**src/rtl/hrst_pkg.sv**
```systemverilog
// Shared types for the health-relay self-test sequencer.
// Assumes exactly two series health relays, tested in index order.
package hrst_pkg;
    localparam int NUM_HEALTH = 2;

    typedef enum logic [2:0] {
        ST_IDLE   = 3'd0,
        ST_DROP1  = 3'd1,
        ST_RAISE1 = 3'd2,
        ST_DROP2  = 3'd3,
        ST_RAISE2 = 3'd4
    } hrst_state_e;

    // Level the supervision input must reach in a given phase
    function automatic logic want_live(input hrst_state_e s);
        return (s == ST_RAISE1) || (s == ST_RAISE2);
    endfunction

    // True for the four phases that wait on the supervision input
    function automatic logic is_wait(input hrst_state_e s);
        return s != ST_IDLE;
    endfunction
endpackage

```
**src/rtl/hrst_wait_timer.sv**
```systemverilog
// Wait counter for one supervision phase.
// Counts from 0 after a clear and stops at the limit. expired_o is high
// once the count has reached the limit. Assumes the limit is held steady
// through a phase.
module hrst_wait_timer #(
    parameter int TW = 16
) (
    input  logic          clk,
    input  logic          rst_n,
    input  logic          clear_i,
    input  logic [TW-1:0] limit_i,
    output logic          expired_o
);
    logic [TW-1:0] cnt_q;

    assign expired_o = (cnt_q >= limit_i);

    // Count waited cycles; restart on clear, hold at the limit
    always_ff @(posedge clk) begin
        if (!rst_n || clear_i) begin
            cnt_q <= '0;
        end else if (!expired_o) begin
            cnt_q <= cnt_q + 1'b1;
        end
    end

    // a clear always restarts the count at zero
    assert_clear_restarts_R7: assert property (@(posedge clk) disable iff (!rst_n)
        clear_i |=> (cnt_q == '0));

    // the count never moves without a clear once expired
    assert_holds_at_limit_R7: assert property (@(posedge clk) disable iff (!rst_n)
        (expired_o && !clear_i && $stable(limit_i)) |=> $stable(cnt_q));
endmodule

```
**src/rtl/hrst_sequencer.sv**
```systemverilog
// Phase sequencer of the self-test.
// It steps through four phases: drop relay one, raise it, drop relay two,
// raise it. It advances on a supervision match and fails on timer expiry.
// It also holds the latched alarm and the pass pulse. Assumes sup_i is
// already synchronous to clk.
module hrst_sequencer
    import hrst_pkg::*;
(
    input  logic                  clk,
    input  logic                  rst_n,
    input  logic                  healthy_i,
    input  logic                  start_i,
    input  logic                  sup_i,
    input  logic                  expired_i,
    output logic                  timer_clear_o,
    output logic [NUM_HEALTH-1:0] drop_o,
    output logic                  busy_o,
    output logic                  pass_o,
    output logic                  alarm_o
);
    hrst_state_e state_q;
    hrst_state_e state_nxt;
    logic        matched;
    logic        accept;

    assign matched = is_wait(state_q) && (sup_i == want_live(state_q));
    assign accept  = (state_q == ST_IDLE) && start_i && healthy_i && !alarm_o;

    assign timer_clear_o = !is_wait(state_q) || matched || !healthy_i;
    assign busy_o        = is_wait(state_q);
    assign drop_o[0]     = (state_q == ST_DROP1);
    assign drop_o[1]     = (state_q == ST_DROP2);

    // Phase that follows a successful check
    always_comb begin
        case (state_q)
            ST_DROP1:  state_nxt = ST_RAISE1;
            ST_RAISE1: state_nxt = ST_DROP2;
            ST_DROP2:  state_nxt = ST_RAISE2;
            default:   state_nxt = ST_IDLE;
        endcase
    end

    // Phase register, alarm latch and pass pulse
    always_ff @(posedge clk) begin
        if (!rst_n) begin
            state_q <= ST_IDLE;
            alarm_o <= 1'b0;
            pass_o  <= 1'b0;
        end else begin
            pass_o <= 1'b0;
            if (state_q == ST_IDLE) begin
                if (accept) state_q <= ST_DROP1;
            end else if (!healthy_i) begin
                state_q <= ST_IDLE;
            end else if (matched) begin
                state_q <= state_nxt;
                if (state_q == ST_RAISE2) pass_o <= 1'b1;
            end else if (expired_i) begin
                alarm_o <= 1'b1;
                state_q <= ST_IDLE;
            end
        end
    end

    // the alarm stays latched until reset
    assert_alarm_latched_R8: assert property (@(posedge clk) disable iff (!rst_n)
        alarm_o |=> alarm_o);

    // an alarmed idle block never starts a test
    assert_no_start_alarmed_R8: assert property (@(posedge clk) disable iff (!rst_n)
        (alarm_o && state_q == ST_IDLE) |=> !busy_o);

    // the pass pulse lasts one cycle and follows the last check
    assert_pass_one_cycle_R6: assert property (@(posedge clk) disable iff (!rst_n)
        pass_o |=> !pass_o);
    assert_pass_after_last_R6: assert property (@(posedge clk) disable iff (!rst_n)
        $rose(pass_o) |-> ($past(state_q) == ST_RAISE2) && !busy_o);

    // an alarm only rises after the timer has expired
    assert_alarm_needs_expiry_R7: assert property (@(posedge clk) disable iff (!rst_n)
        $rose(alarm_o) |-> $past(expired_i) && $past(busy_o));

    // at most one relay is dropped by the sequence at a time
    assert_single_drop_R3: assert property (@(posedge clk) disable iff (!rst_n)
        $onehot0(drop_o));

    // losing health during a test returns to idle
    assert_abort_R9: assert property (@(posedge clk) disable iff (!rst_n)
        (busy_o && !healthy_i) |=> !busy_o && !pass_o);
endmodule

```
**src/rtl/hrst_relay_drive.sv**
```systemverilog
// Health-relay drive stage.
// Each relay is energised only while the evaluator is healthy, no alarm is
// latched, and the sequencer is not dropping that relay. This stage has no
// state of its own.
module hrst_relay_drive #(
    parameter int N = 2
) (
    input  logic         clk,
    input  logic         rst_n,
    input  logic         healthy_i,
    input  logic         alarm_i,
    input  logic [N-1:0] drop_i,
    output logic [N-1:0] relay_o
);
    // One gated drive per health relay
    for (genvar k = 0; k < N; k++) begin : g_relay
        assign relay_o[k] = healthy_i && !alarm_i && !drop_i[k];

        // an alarm forces this relay off
        assert_alarm_drops_R8: assert property (@(posedge clk) disable iff (!rst_n)
            alarm_i |-> !relay_o[k]);
    end
endmodule

```
**src/rtl/hrst_top.sv**
```systemverilog
// Top of the staged dual health-relay self-test.
// It ties together the phase sequencer, the wait timer and the relay drive
// stage. Assumes sup_i and healthy_i are synchronous to clk.
module hrst_top #(
    parameter int TW = 16
) (
    input  logic          clk,
    input  logic          rst_n,
    input  logic          healthy_i,
    input  logic          start_i,
    input  logic          sup_i,
    input  logic [TW-1:0] timeout_i,
    output logic          relay1_o,
    output logic          relay2_o,
    output logic          busy_o,
    output logic          pass_o,
    output logic          alarm_o
);
    import hrst_pkg::*;

    logic                  timer_clear;
    logic                  expired;
    logic [NUM_HEALTH-1:0] drop;
    logic [NUM_HEALTH-1:0] relay;

    hrst_sequencer u_seq (
        .clk          (clk),
        .rst_n        (rst_n),
        .healthy_i    (healthy_i),
        .start_i      (start_i),
        .sup_i        (sup_i),
        .expired_i    (expired),
        .timer_clear_o(timer_clear),
        .drop_o       (drop),
        .busy_o       (busy_o),
        .pass_o       (pass_o),
        .alarm_o      (alarm_o)
    );

    hrst_wait_timer #(.TW(TW)) u_tmr (
        .clk      (clk),
        .rst_n    (rst_n),
        .clear_i  (timer_clear),
        .limit_i  (timeout_i),
        .expired_o(expired)
    );

    hrst_relay_drive #(.N(NUM_HEALTH)) u_drv (
        .clk      (clk),
        .rst_n    (rst_n),
        .healthy_i(healthy_i),
        .alarm_i  (alarm_o),
        .drop_i   (drop),
        .relay_o  (relay)
    );

    assign relay1_o = relay[0];
    assign relay2_o = relay[1];

    // in idle without alarm, the relays track health
    assert_idle_follow_R1: assert property (@(posedge clk) disable iff (!rst_n)
        (!busy_o && !alarm_o) |-> (relay1_o == healthy_i) && (relay2_o == healthy_i));
endmodule

```
**config.mk**
```make
export PLATFORM = sky130hd
export DESIGN_NAME = hrst_top
export DESIGN_NICKNAME = d
export VERILOG_FILES = /design/src/rtl/hrst_pkg.sv /design/src/rtl/hrst_wait_timer.sv /design/src/rtl/hrst_sequencer.sv /design/src/rtl/hrst_relay_drive.sv /design/src/rtl/hrst_top.sv
export SDC_FILE = /design/constraint.sdc
export NUM_CORES = 1
export LEC_CHECK = 0
export CAP_MARGIN = 20
export CORE_UTILIZATION = 58
export CTS_CLUSTER_DIAMETER = 80
export CTS_CLUSTER_SIZE = 12
export DETAILED_ROUTE_END_ITERATION = 10
export DONT_BUFFER_PORTS = 1
export PLACE_DENSITY = 0.79
export SLEW_MARGIN = 15
export SYNTH_ARGS = -nofsm -noshare
export SYNTH_HDL_FRONTEND = slang
export SYNTH_SLANG_ARGS = --single-unit
```
**constraint.sdc**
```tcl
create_clock -name clk -period 2.9 [get_ports clk]
set_input_delay 0.435 -clock clk [delete_from_list [all_inputs] [get_ports clk]]
set_output_delay 0.435 -clock clk [all_outputs]
set_load 0.02 [all_outputs]
```
# Yosys cells after proc, flatten, opt, wreduce, memory -nomap -nowiden
# Index checks and enable logic that the tools add are counted.
# classes
n_div	0
eq_ne	7
bitwise	4
n_shift	0
muxes	7
reduce_logical	22
magnitude_cmp	1
mul	0
add_sub_neg	1
# ops
op	n
$add A16 B1 Y16 const B	1
$ge A16 B16 Y1	1
$mux W3	5
$pmux W3 S3	1
$logic_and A1 B1 Y1	7
$eq A3 B2 Y1 const B	2
$logic_not A1 Y1	6
$logic_or A1 B1 Y1	4
$ne A4 B1 Y1 const B	1
$not A1 Y1	4
$reduce_and A4 Y1	1
$reduce_or A4 Y1	1
$eq A3 B1 Y1 const B	1
$eq A3 B3 Y1 const B	1
$logic_not A3 Y1	1
$reduce_bool A3 Y1	1
$ne A2 B1 Y1 const B	1
$reduce_and A2 Y1	1
$eq A1 B1 Y1	1
$mux W1	1
# word_totals
mem_bits_rw	0
memories	0
latchBits	0
romBits	0
reg_bits	21
out_inout_bits	5
input_bits	21

# Logic depth before layout (Yosys ltp)
# Gate-level depths: netlist of the first run.
# logic_depth
ltp_word	7
depth_mapped	9

# Hierarchy
# From an unflattened synthesis of the first run, not the netlist that was laid out.
# hier_totals
hier_cells	192
hier_area_um2	1539.0
# by_module_without_submodules
mod	cells_each	area_per_inst_um2	instances	seq_area_each_um2
hrst_wait_timer	148	1184.9	1	320.3
hrst_sequencer	42	339.1	1	100.1
hrst_relay_drive	2	15.0	1	0.0

# Least setup slack after synthesis of the first run
# Ideal clock, no wire load.
# synth_path
path_kind	input -> register
from	input port timeout_i[0]
to	register u_tmr.cnt_q[3]
path_stages	7
slack_ns	0.571
arrival_time_ns	2.258
setup_ns	0.070
cell_sequence	ha_1 -> nand2b_4 -> a2111o_1 -> a32o_2 -> buf_6 -> or4_1 -> a21oi_1
# synth_between
elab_chain_cells	1
# synth_lines
item	line	source
start: declaration	hrst_top.sv:12	input logic [TW-1:0] timeout_i,
$ge A16 B16 Y1	hrst_wait_timer.sv:16	assign expired_o = (cnt_q >= limit_i);
end signal: assignment	hrst_wait_timer.sv:23	cnt_q <= cnt_q + 1'b1;
end: declaration	hrst_wait_timer.sv:14	logic [TW-1:0] cnt_q;
# No other way between the ends.
# A chain may end at the register's enable or synchronous reset.

# Worst setup path after layout of the first run
# layout_path
from	register u_tmr.cnt_q[0]
to	register u_tmr.cnt_q[4]
# layout_between
elab_chain_cells	1
# layout_lines
item	line
$add A16 B1 Y16 / $ge A16 B16 Y1 (equally long branches)	hrst_wait_timer.sv:23, hrst_wait_timer.sv:16
# Parallel ways exist; a longest one is shown, timed or not.

==> results of run 1 <==
==> cell type report <==
class                           instances  share of cell area
Tap cell                               30              0.0235
Clock buffer                            4              0.0164
Sequential cell                        21               0.263
Timing Repair Buffer                    2             0.00940
Inverter                               19              0.0446
Multi-Input combinational cell        153               0.643
==> synth_stat cells (all sizes together) <==
cell,number,area (sq um)
nor2,6,22.5
nor3,7,35.0
o311ai,3,26.3
nand2,19,71.3
nand3,14,70.1
a32o,1,11.3
and2,4,25.0
a211oi,2,15.0
a21o,1,7.51
a21oi,19,95.1
a22oi,1,7.51
o221ai,1,8.76
ha,17,213
or4,7,52.6
a22o,1,8.76
nand4,7,43.8
o31ai,10,75.1
o21ai,5,25.0
or3,2,12.5
inv,19,71.3
nand2b,9,63.8
a32oi,1,8.76
a2111o,1,11.3
dfxtp,21,420
a21boi,1,7.51
nor4,3,18.8
clkbuf,8,30.0
and3,2,12.5
o21a,2,15.0
mux2i,4,40.0
buf,2,15.0
nor2b,2,12.5
o221a,1,11.3
==> routing by layer <==
metal | share of wire | track usage | vias to the layer above | wire, um
met5 | 0 | 0 | - | 0
met1 | 0.43 | 0.287 | 695 | 1370
met4 | 0.012 | 0.0614 | 0 | 40
met2 | 0.51 | 0.453 | 50 | 1640
li1 | - | - | 743 | -
met3 | 0.055 | 0.0621 | 6 | 177
==> sequential cells by signal, indices dropped and copies added, names as in the netlist <==
| signal | count |
|---|---|
| u_seq.pass_o | 1 |
| u_seq.state_q | 3 |
| u_seq.alarm_o | 1 |
| u_tmr.cnt_q | 16 |
==> power by group <==
group / internal, mW / switching, mW
registers: 0.290 / 0.00276
logic: 0.0156 / 0.0234
clock network: 0.0538 / 0.0930
==> worst max-delay path, stage by stage, from the launching register on <==
cell,delay [ns]
sky130_fd_sc_hd__dfxtp_1,0.39
sky130_fd_sc_hd__inv_1,0.08
sky130_fd_sc_hd__ha_1,0.27
sky130_fd_sc_hd__nand2b_4,0.13
sky130_fd_sc_hd__a2111o_1,0.42
sky130_fd_sc_hd__a32o_2,0.40
sky130_fd_sc_hd__or4_1,0.55
sky130_fd_sc_hd__a21oi_1,0.15
==> kinds of logic (layout without fill, tap and decap cells) <==
| family | Yosys count | after routing | synth area share |
|---|---|---|---|
| buffers and inverters | 29 | 25 | 0.0744 |
| AO/OA/AOI/OAI | 50 | 50 | 0.214 |
| adder cells (fa/ha/maj) | 17 | 17 | 0.136 |
| AND/OR/NAND/NOR | 82 | 82 | 0.282 |
| multiplexers | 4 | 4 | 0.0256 |
| flip-flops | 21 | 21 | 0.269 |
==> worst max path at each step <==
stage	end	from	cells after the start	slack (ns)
detailed placement	u_tmr.cnt_q[6]$_SDFFE_PP0N_	timeout_i[0]	6	0.47
floorplan	u_tmr.cnt_q[3]$_SDFFE_PP0N_	timeout_i[0]	7	0.57
CTS	u_tmr.cnt_q[6]$_SDFFE_PP0N_	u_tmr.cnt_q[0]$_SDFFE_PP0N_	7	0.45
global placement	u_tmr.cnt_q[6]$_SDFFE_PP0N_	timeout_i[0]	6	0.54
global route	u_tmr.cnt_q[4]$_SDFFE_PP0N_	u_tmr.cnt_q[0]$_SDFFE_PP0N_	7	0.30
finish	u_tmr.cnt_q[4]$_SDFFE_PP0N_	u_tmr.cnt_q[0]$_SDFFE_PP0N_	7	0.44
==> results.sh, run 1 <==
export IMPL_post_cts_setup_buffer_count=0
export IMPL_finish_instance_area_sq_um=1600
export IMPL_final_net_count=238
export IMPL_timing_final_crit_period_ns=2.46
export IMPL_cp_end_kind="register"
export IMPL_post_synth_cell_area_avg_sq_um=7.70
export IMPL_dp_hpwl_mm=2.45
export IMPL_cap_viol_max_count=0
export IMPL_buffer_ports_inserted=0
export IMPL_syn_instance_count=203
export IMPL_status="finished clean"
export IMPL_avgRoutedWirePerCell_um=14.1
export IMPL_postCtsHoldBufs=0
export IMPL_via_count=1494
export IMPL_detail_route_first_pass_iterations=5
export IMPL_initialDrtViolationCount=48
export IMPL_total_leakage_power_nw=0.634
export IMPL_reg2reg_to="u_tmr.cnt_q[4]$_SDFFE_PP0N_"
export IMPL_hold_crit_depth=1
export IMPL_cp_data_required_time_ns=3.15
export IMPL_clk_path_buf_depth=2
export IMPL_effective_utilization_at_floorplan=0.620
export IMPL_cts_reportedPaths_clkPinSlew_ns=0.12
export IMPL_relSlewSlack=0.543
export IMPL_std_cell_rows=18
export IMPL_timing_critical_path_from_type="register"
export IMPL_final_cells=229
export IMPL_syn_to_final_growth_pct=2.16
export IMPL_hold_ws_ns=0.241
export IMPL_hold_class="input port to register"
export IMPL_max_clock_freq_ghz=0.406
export IMPL_detail_route_vias_per_cell=6.52
export IMPL_hold_path_startpoint="rst_n"
export IMPL_post_route_cells_drive_above_1_share=0.0402
export IMPL_hold_path_endpoint="u_seq.state_q[0]$_SDFFE_PN0P_"
export IMPL_worst_clock_skew_ns=0.00931
export IMPL_chipHeight_um=53.9
export IMPL_drv_slew=0
export IMPL_track_usage=0.249
export IMPL_synth_warning_count=0
export IMPL_reg2regPathDepth=7
export IMPL_tritoncts_num_buffers=3
export IMPL_antenna_cells=0
export IMPL_crit_arrival_ns=2.72
export IMPL_cts_htree_levels=1
export IMPL_post_place_ws_ns=0.466
export IMPL_final_setup_viol_count=0
export IMPL_netlist_area_pre_place_sq_um=1560
export IMPL_placed_cells_incl_taps=225
export IMPL_largest_net_degree_at_the_start_of_global_routing=25
export IMPL_dieWidth_um=53.9
export IMPL_clockRootBuffer="sky130_fd_sc_hd__clkbuf_4"
export IMPL_detail_route_antenna_nets=0
export IMPL_dpl_instance_area_sq_um=1570
export IMPL_critical_path_reg2reg_startpoint="u_tmr.cnt_q[0]$_SDFFE_PP0N_"
export IMPL_cts_tree="yes"
export IMPL_reg2reg_slack_ns=0.44
export IMPL_hold_viol=0
export IMPL_coreArea_sq_um=2520
export IMPL_crit_type="register to register"
export IMPL_power_per_cell_area_nw_per_um2=299
export IMPL_timing_worst_slew_pin_value_ns=0.681
export IMPL_wirelength_mm=3.23
export IMPL_final_common_cell="sky130_fd_sc_hd__dfxtp_1"
export IMPL_boundaryPins=26
export IMPL_summed_negative_setup_slack_over_all_endpoints_ns=0
export IMPL_setup_ws_ns=0.436
export IMPL_post_layout_total_power_mw=0.478
export IMPL_synth_seq_area_share=0.269
export IMPL_rsz0062_at_grt="no"
export IMPL_multiInputGateArea_sq_um=1030
export IMPL_cts_num_sinks=21
export IMPL_yosys_register_bits=21
export IMPL_utilization=0.633
export IMPL_die_area_sq_um=2910
export IMPL_global_route_wire_length_before_repair_mm=5.21
export IMPL_maximum_vdd_drop_uv=374
export IMPL_clk_latency_ns=0.31
export IMPL_cp_max_fo=24
export IMPL_drc_errors=0
export IMPL_cells_resized_by_post_cts_repair=0
export IMPL_synth_net_count=241
export IMPL_grt_antenna_before_repair=0
export IMPL_synth_distinct_cells=35
export IMPL_mostFrequentLayoutCells="sky130_fd_sc_hd__dfxtp_1 (21), sky130_fd_sc_hd__inv_1 (19), sky130_fd_sc_hd__a21oi_1 (19), sky130_fd_sc_hd__nand2_1 (19), sky130_fd_sc_hd__ha_1 (17)"
export IMPL_post_route_period_util=0.850
export IMPL_vias_in_the_first_global_route=1306
export IMPL_gp_routability_congestion=0.782
export IMPL_grt_ovfl_total=0
export IMPL_final_fill_count=226
export IMPL_seq_area_sq_um=420
No activity file was read; power rests on OpenSTA's default activity.
==> run 2: changes to the inputs <==
Settings changed: ABC_AREA set to 1, CORE_UTILIZATION 58 to 57, PLACE_DENSITY 0.79 to 0.8.
Clock period 2.9 ns to 2 ns, I/O delays scaled along.
==> run 2 against run 1 <==
  * Largest power group unchanged
  * Core utilization fell by 0.82 points
  * Hold slack got worse by 0.17 ns
  * Global-route usage down 3.7 points
==> results.sh, run 2 <==
export IMPL_total_leakage_power_nw=0.770
export IMPL_global_route_wire_length_before_repair_mm=5.39
export IMPL_gp_routability_congestion=0.849
export IMPL_cp_data_required_time_ns=2.26
export IMPL_grt_antenna_before_repair=0
export IMPL_tritoncts_num_buffers=3
export IMPL_mostFrequentLayoutCells="sky130_fd_sc_hd__nand2_1 (71), sky130_fd_sc_hd__inv_1 (38), sky130_fd_sc_hd__a21oi_1 (20)"
export IMPL_post_cts_setup_buffer_count=0
export IMPL_detail_route_vias_per_cell=5.14
export IMPL_reg2regPathDepth=12
export IMPL_final_fill_count=277
export IMPL_worst_clock_skew_ns=0.0119
export IMPL_netlist_area_leader_share=0.253
export IMPL_cell_with_the_most_instances_after_synthesis="sky130_fd_sc_hd__nand2_1"
export IMPL_relSlewSlack=0.760
export IMPL_drv_slew=0
export IMPL_cts_num_sinks=21
export IMPL_yosys_top_cells_area="sky130_fd_sc_hd__dfxtp_1 (25%), sky130_fd_sc_hd__nand2_1 (16%), sky130_fd_sc_hd__ha_1 (13%)"
export IMPL_post_synth_cell_area_avg_sq_um=6.68
export IMPL_chipHeight_um=56.0
export IMPL_synth_largest_area_cell="sky130_fd_sc_hd__dfxtp_1"
export IMPL_hold_ws_ns=0.0726
export IMPL_summed_negative_setup_slack_over_all_endpoints_ns=0
export IMPL_critPathBufInv=1
export IMPL_detail_route_first_pass_iterations=4
export IMPL_boundaryPins=26
export IMPL_effective_utilization_at_floorplan=0.603
export IMPL_wirelength_mm=3.16
export IMPL_synth_net_count=287
export IMPL_syn_to_final_growth_pct=3.69
export IMPL_crit_type="register to register"
export IMPL_track_usage=0.212
export IMPL_synth_warning_count=0
export IMPL_hold_path_endpoint="u_seq.state_q[0]$_SDFFE_PN0P_"
export IMPL_power_per_cell_area_nw_per_um2=615
export IMPL_yosys_register_bits=21
export IMPL_largest_registers="u_tmr.cnt_q (16), u_seq.state_q (3)"
export IMPL_die_area_sq_um=3140
export IMPL_reg2reg_slack_ns=0.18
export IMPL_synth_seq_area_share=0.253
export IMPL_via_count=1460
export IMPL_coreArea_sq_um=2760
export IMPL_clk_latency_ns=0.32
export IMPL_buffer_ports_inserted=0
export IMPL_timing_worst_slew_pin_value_ns=0.357
export IMPL_grt_ovfl_total=0
export IMPL_vias_in_the_first_global_route=1287
export IMPL_critical_path_reg2reg_startpoint="u_tmr.cnt_q[5]$_SDFFE_PP0N_"
export IMPL_crit_path_start="u_tmr.cnt_q[5]$_SDFFE_PP0N_"
export IMPL_final_common_cell="sky130_fd_sc_hd__nand2_1"
export IMPL_synth_top_flop_cell="sky130_fd_sc_hd__dfxtp_1"
export IMPL_cts_reportedPaths_clkPinSlew_ns=0.13
export IMPL_cts_tree="yes"
export IMPL_cp_end_kind="register"
export IMPL_initialDrtViolationCount=52
export IMPL_ys_top_cells_by_count="sky130_fd_sc_hd__nand2_1 (71), sky130_fd_sc_hd__inv_1 (38), sky130_fd_sc_hd__dfxtp_1 (21), sky130_fd_sc_hd__a21oi_1 (20), sky130_fd_sc_hd__nor2_1 (18)"
export IMPL_cts_htree_levels=1
export IMPL_hold_crit_depth=2
export IMPL_reg2reg_to="u_tmr.cnt_q[7]$_SDFFE_PP0N_"
export IMPL_post_route_cells_drive_above_1_share=0.115
export IMPL_postCtsHoldBufs=0
export IMPL_hold_class="input port to register"
export IMPL_dieWidth_um=56.0
export IMPL_crit_chain="ha_1 -> nand2_1 -> nand2_1 -> nand2_1 -> nand2_1 -> nor2_1 -> nand2_1 -> nand2_2 -> nand2_4 -> inv_4 -> nand2_1 -> a21oi_1"
export IMPL_cells_resized_by_post_cts_repair=0
export IMPL_final_setup_viol_count=0
export IMPL_cpPeakStageDelay_ns=0.42
export IMPL_syn_instance_count=249
export IMPL_drc_errors=0
export IMPL_regMostFlops="u_tmr.cnt_q"
export IMPL_synth_edf_count=0
export IMPL_timing_final_crit_period_ns=1.82
export IMPL_dp_hpwl_mm=2.52
export IMPL_avgRoutedWirePerCell_um=11.1
export IMPL_post_route_period_util=0.908
export IMPL_max_clock_freq_ghz=0.551
export IMPL_detail_route_antenna_nets=0
export IMPL_timing_critical_path_from_type="register"
export IMPL_std_cell_rows=19
export IMPL_hold_path_startpoint="rst_n"
export IMPL_crit_path_top_delay_cell="sky130_fd_sc_hd__dfxtp_2"
export IMPL_hold_viol=0
export IMPL_synth_distinct_cells=25
export IMPL_clk_path_buf_depth=2
export IMPL_largest_net_degree_at_the_start_of_global_routing=19
export IMPL_crit_arrival_ns=2.07
export IMPL_critical_path_top_delay_family="simple AND/OR/NAND/NOR gates"
export IMPL_largest_register_ffs=16
export IMPL_share_of_async_settable_or_async_resettable_flops_after_synthesis=0
export IMPL_antenna_cells=0
export IMPL_cp_max_fo=18
export IMPL_status="finished clean"
export IMPL_maximum_vdd_drop_uv=689
export IMPL_netlist_area_pre_place_sq_um=1660
export IMPL_final_net_count=292
export IMPL_cap_viol_max_count=0
export IMPL_cpMostUsedCell="sky130_fd_sc_hd__nand2_1"
export IMPL_clockRootBuffer="sky130_fd_sc_hd__clkbuf_4"
## run 2: cell types whose count changed in the layout (fill, tap and decap cells not counted), sizes merged, moves of 4 or more
| cell | previous run | this run |
|---|---|---|
| o31ai | 10 | 0 |
| or4 | 7 | 0 |
| xor2 | 0 | 8 |
| mux2i | 4 | 0 |
| inv | 19 | 40 |
| nand2 | 19 | 75 |
| a21oi | 19 | 25 |
| nand4 | 7 | 3 |
| nor2 | 6 | 23 |
| nand2b | 9 | 0 |
| xnor2 | 0 | 4 |
## run 2: worst max-delay path by stage
| stage | endpoint | slack (ns) | cells after the start |
|---|---|---|---|
| 2_1_floorplan | u_tmr.cnt_q[10]$_SDFFE_PP0N_ | 0.44 | 13 |
| 3_3_place_gp | u_tmr.cnt_q[11]$_SDFFE_PP0N_ | 0.18 | 12 |
| 3_5_place_dp | u_tmr.cnt_q[7]$_SDFFE_PP0N_ | 0.12 | 12 |
| 4_1_cts | u_tmr.cnt_q[7]$_SDFFE_PP0N_ | 0.09 | 12 |
| 5_1_grt | u_tmr.cnt_q[7]$_SDFFE_PP0N_ | -0.002 | 12 |
| 6_report | u_tmr.cnt_q[7]$_SDFFE_PP0N_ | 0.18 | 12 |
## run 2: final cells by class
type,instances,area (sq um),share of cell area
Multi-Input combinational cell,185,1060,0.615
Tap cell,31,38.8,0.0225
Timing Repair Buffer,3,22.5,0.0131
Sequential cell,21,423,0.245
Inverter,40,153,0.0885
Clock buffer,3,22.5,0.0131
Clock inverter,1,5.00,0.00290
## run 2: routing by layer
layer / up-vias / GRT usage / share of wire
met3: 2 / 0.0442 / 0.043
met4: 0 / 0.0488 / 0.0025
met2: 28 / 0.345 / 0.46
li1: 795 / - / -
met5: - / 0 / 0
met1: 635 / 0.288 / 0.50
## run 2: cell families (layout without fill, tap and decap cells)
logic type / Yosys count / in the layout / synth area share
buffers and inverters: 43 / 47 / 0.110
AO/OA/AOI/OAI: 32 / 32 / 0.108
flip-flops: 21 / 21 / 0.253
AND/OR/NAND/NOR: 124 / 124 / 0.339
adder cells (fa/ha/maj): 17 / 17 / 0.128
XOR/XNOR: 12 / 12 / 0.0632
## run 2: power breakdown
group          switching, mW  internal (mW)  leakage, nW
registers             0.0390          0.449        0.171
logic                  0.238          0.118        0.582
clock network          0.142         0.0751       0.0177
total                  0.419          0.642        0.770
## run 2: per-stage QoR
stage	setup WS, ns	util	instance area [sq um]	total power [mW]	instances
2_1_floorplan	0.442	-	1660	0.804	249
3_3_place_gp	0.184	0.614	1690	0.845	280
3_5_place_dp	0.122	0.614	1690	0.850	280
4_1_cts	0.0927	0.624	1720	1.06	284
5_1_grt	-0.00205	0.625	1720	1.14	284
6_report	0.183	0.625	1720	1.06	284
==> run 3: changes to the inputs <==
--- a/config.mk
+++ b/config.mk
@@ -15,2 +15,3 @@
 export PLACE_DENSITY = 0.8
+export SETUP_SLACK_MARGIN = 0.3
 export SLEW_MARGIN = 15
--- a/constraint.sdc
+++ b/constraint.sdc
@@ -3,2 +3,2 @@
 set_output_delay 0.3 -clock clk [all_outputs]
-set_load 0.02 [all_outputs]
+set_load 0.05 [all_outputs]
==> run 3 against run 2 <==
  * Maximum frequency is 8.7% higher
  * Register-to-register slack improved by 0.15 ns
  * Via count up 12%
  * Flip-flop and latch count did not move
  * Critical path type unchanged
==> results.sh, run 3 (same netlist as run 2, synthesis figures left out) <==
export IMPL_syn_to_final_growth_pct=20.7
export IMPL_gp_routability_congestion=0.827
export IMPL_track_usage=0.225
export IMPL_chipHeight_um=56.0
export IMPL_hold_class="input port to register"
export IMPL_largest_net_degree_at_the_start_of_global_routing=17
export IMPL_worst_clock_skew_ns=0.00732
export IMPL_largest_registers="u_tmr.cnt_q (16), u_seq.state_q (3)"
export IMPL_clk_latency_ns=0.31
export IMPL_dieWidth_um=56.0
export IMPL_timing_final_crit_period_ns=1.67
export IMPL_grt_antenna_before_repair=0
export IMPL_effective_utilization_at_floorplan=0.603
export IMPL_hold_viol=0
export IMPL_net_switching_power_mw=0.485
export IMPL_cp_max_fo=8
export IMPL_cts_num_sinks=21
export IMPL_std_cell_rows=19
export IMPL_crit_type="register to register"
export IMPL_die_area_sq_um=3140
export IMPL_rsz0062_at_grt="yes"
export IMPL_critical_path_top_delay_family="simple AND/OR/NAND/NOR gates"
export IMPL_dpl_instance_area_sq_um=1710
export IMPL_seqPwrFrac=0.417
export IMPL_vias_in_the_first_global_route=1385
export IMPL_final_net_count=304
export IMPL_coreArea_sq_um=2760
export IMPL_cpPeakStageDelay_ns=0.36
export IMPL_crit_chain="ha_4 -> nand2_1 -> inv_2 -> nand2_2 -> nor2_2 -> nor2_2 -> nand2_2 -> nand2_4 -> nand2_8 -> clkinv_8 -> nand2_1 -> a21oi_2"
export IMPL_status="finished clean"
export IMPL_regMostFlops="u_tmr.cnt_q"
export IMPL_initialDrtViolationCount=72
export IMPL_postCtsHoldBufs=0
export IMPL_crit_path_top_delay_cell="sky130_fd_sc_hd__dfxtp_2"
export IMPL_clk_path_buf_depth=2
export IMPL_avgRoutedWirePerCell_um=13.2
export IMPL_power_share_combinational=0.402
export IMPL_relSlewSlack=0.678
export IMPL_power_frac_clock=0.182
export IMPL_drc_errors=0
export IMPL_largest_register_ffs=16
export IMPL_finish_instance_area_sq_um=2010
export IMPL_detail_route_antenna_nets=0
export IMPL_total_leakage_power_nw=0.858
export IMPL_drv_slew=0
export IMPL_dp_hpwl_mm=2.47
export IMPL_max_clock_freq_ghz=0.598
export IMPL_utilization=0.728
export IMPL_buffer_ports_inserted=0
export IMPL_final_common_cell="sky130_fd_sc_hd__nand2_1"
export IMPL_cap_viol_max_count=0
export IMPL_global_route_wire_length_before_repair_mm=5.78
export IMPL_clockRootBuffer="sky130_fd_sc_hd__clkbuf_4"
export IMPL_cp_end_kind="register"
export IMPL_boundaryPins=26
export IMPL_cts_htree_levels=1
export IMPL_crit_arrival_ns=1.88
export IMPL_p_sw_frac=0.416
export IMPL_via_count=1638
export IMPL_power_per_cell_area_nw_per_um2=581
export IMPL_antenna_cells=0
export IMPL_timing_critical_path_from_type="register"
export IMPL_final_setup_viol_count=0
export IMPL_critPathBufInv=2
export IMPL_detail_route_vias_per_cell=5.53
export IMPL_summed_negative_setup_slack_over_all_endpoints_ns=0
export IMPL_cp_data_required_time_ns=2.21
export IMPL_internal_power_mw=0.680
export IMPL_post_route_cells_drive_above_1_share=0.260
export IMPL_mostFrequentLayoutCells="sky130_fd_sc_hd__nand2_1 (65), sky130_fd_sc_hd__inv_1 (35), sky130_fd_sc_hd__a21oi_1 (19)"
export IMPL_maximum_vdd_drop_uv=926
export IMPL_timing_worst_slew_pin_value_ns=0.486
export IMPL_wirelength_mm=3.90
export IMPL_detail_route_first_pass_iterations=4
export IMPL_post_route_period_util=0.836
export IMPL_cts_tree="yes"
export IMPL_tritoncts_num_buffers=3
export IMPL_grt_ovfl_total=0
export IMPL_cts_reportedPaths_clkPinSlew_ns=0.12
run 3: worst paths after layout:
check / from / to / slack [ns] / cells past startpoint
worst max-delay path: u_tmr.cnt_q[7]$_SDFFE_PP0N_ / u_tmr.cnt_q[3]$_SDFFE_PP0N_ / 0.33 / 12
worst max register to register: u_tmr.cnt_q[7]$_SDFFE_PP0N_ / u_tmr.cnt_q[3]$_SDFFE_PP0N_ / 0.33 / 12
worst min register to register: u_tmr.cnt_q[13]$_SDFFE_PP0N_ / u_tmr.cnt_q[13]$_SDFFE_PP0N_ / 0.50 / 2
worst min-delay path: rst_n / u_seq.state_q[0]$_SDFFE_PN0P_ / 0.09 / 2
run 3: layout make-up:
type                            instances  area, sq um
Inverter                               40          166
Timing Repair inverter                  1         11.3
Multi-Input combinational cell        187         1230
Timing Repair Buffer                   12         93.8
Sequential cell                        21          443
Fill cell                             197          751
Clock buffer                            4         26.3
Tap cell                               31         38.8
run 3: timing repair:
| item | in CTS | in global routing |
|---|---|---|
| setup buffers | 1 | 6 |
| setup endpoints to repair | 20 | 21 |
| cloned | 1 | 2 |
| pin swaps | 2 | 9 |
| gates resized for setup | 8 | 40 |
run 3: power by group through the flow:
stage / combinational, mW / sequential, mW / clock (mW)
4_1_cts: 0.431 / 0.489 / 0.216
6_report: 0.468 / 0.486 / 0.212
3_5_place_dp: 0.431 / 0.499 / 0
2_1_floorplan: 0.368 / 0.492 / 0
3_3_place_gp: 0.426 / 0.498 / 0
5_1_grt: 0.532 / 0.494 / 0.229
run 3: routing by layer:
layer | vias to the layer above | part of all wire | global-route usage
li1 | 824 | - | -
met1 | 739 | 0.44 | 0.286
met2 | 67 | 0.49 | 0.379
met3 | 8 | 0.059 | 0.0535
met4 | 0 | 0.016 | 0.0662
met5 | - | 0 | 0
run 3: stage by stage:
stage	power [mW]	hold WS (ns)	std cells	setup WS (ns)
2_1_floorplan	0.860	0.413	249	0.433
3_3_place_gp	0.924	0.426	282	0.177
3_5_place_dp	0.930	0.428	282	0.157
4_1_cts	1.14	0.0865	288	0.302
5_1_grt	1.26	0.0991	296	0.243
6_report	1.17	0.0900	296	0.329
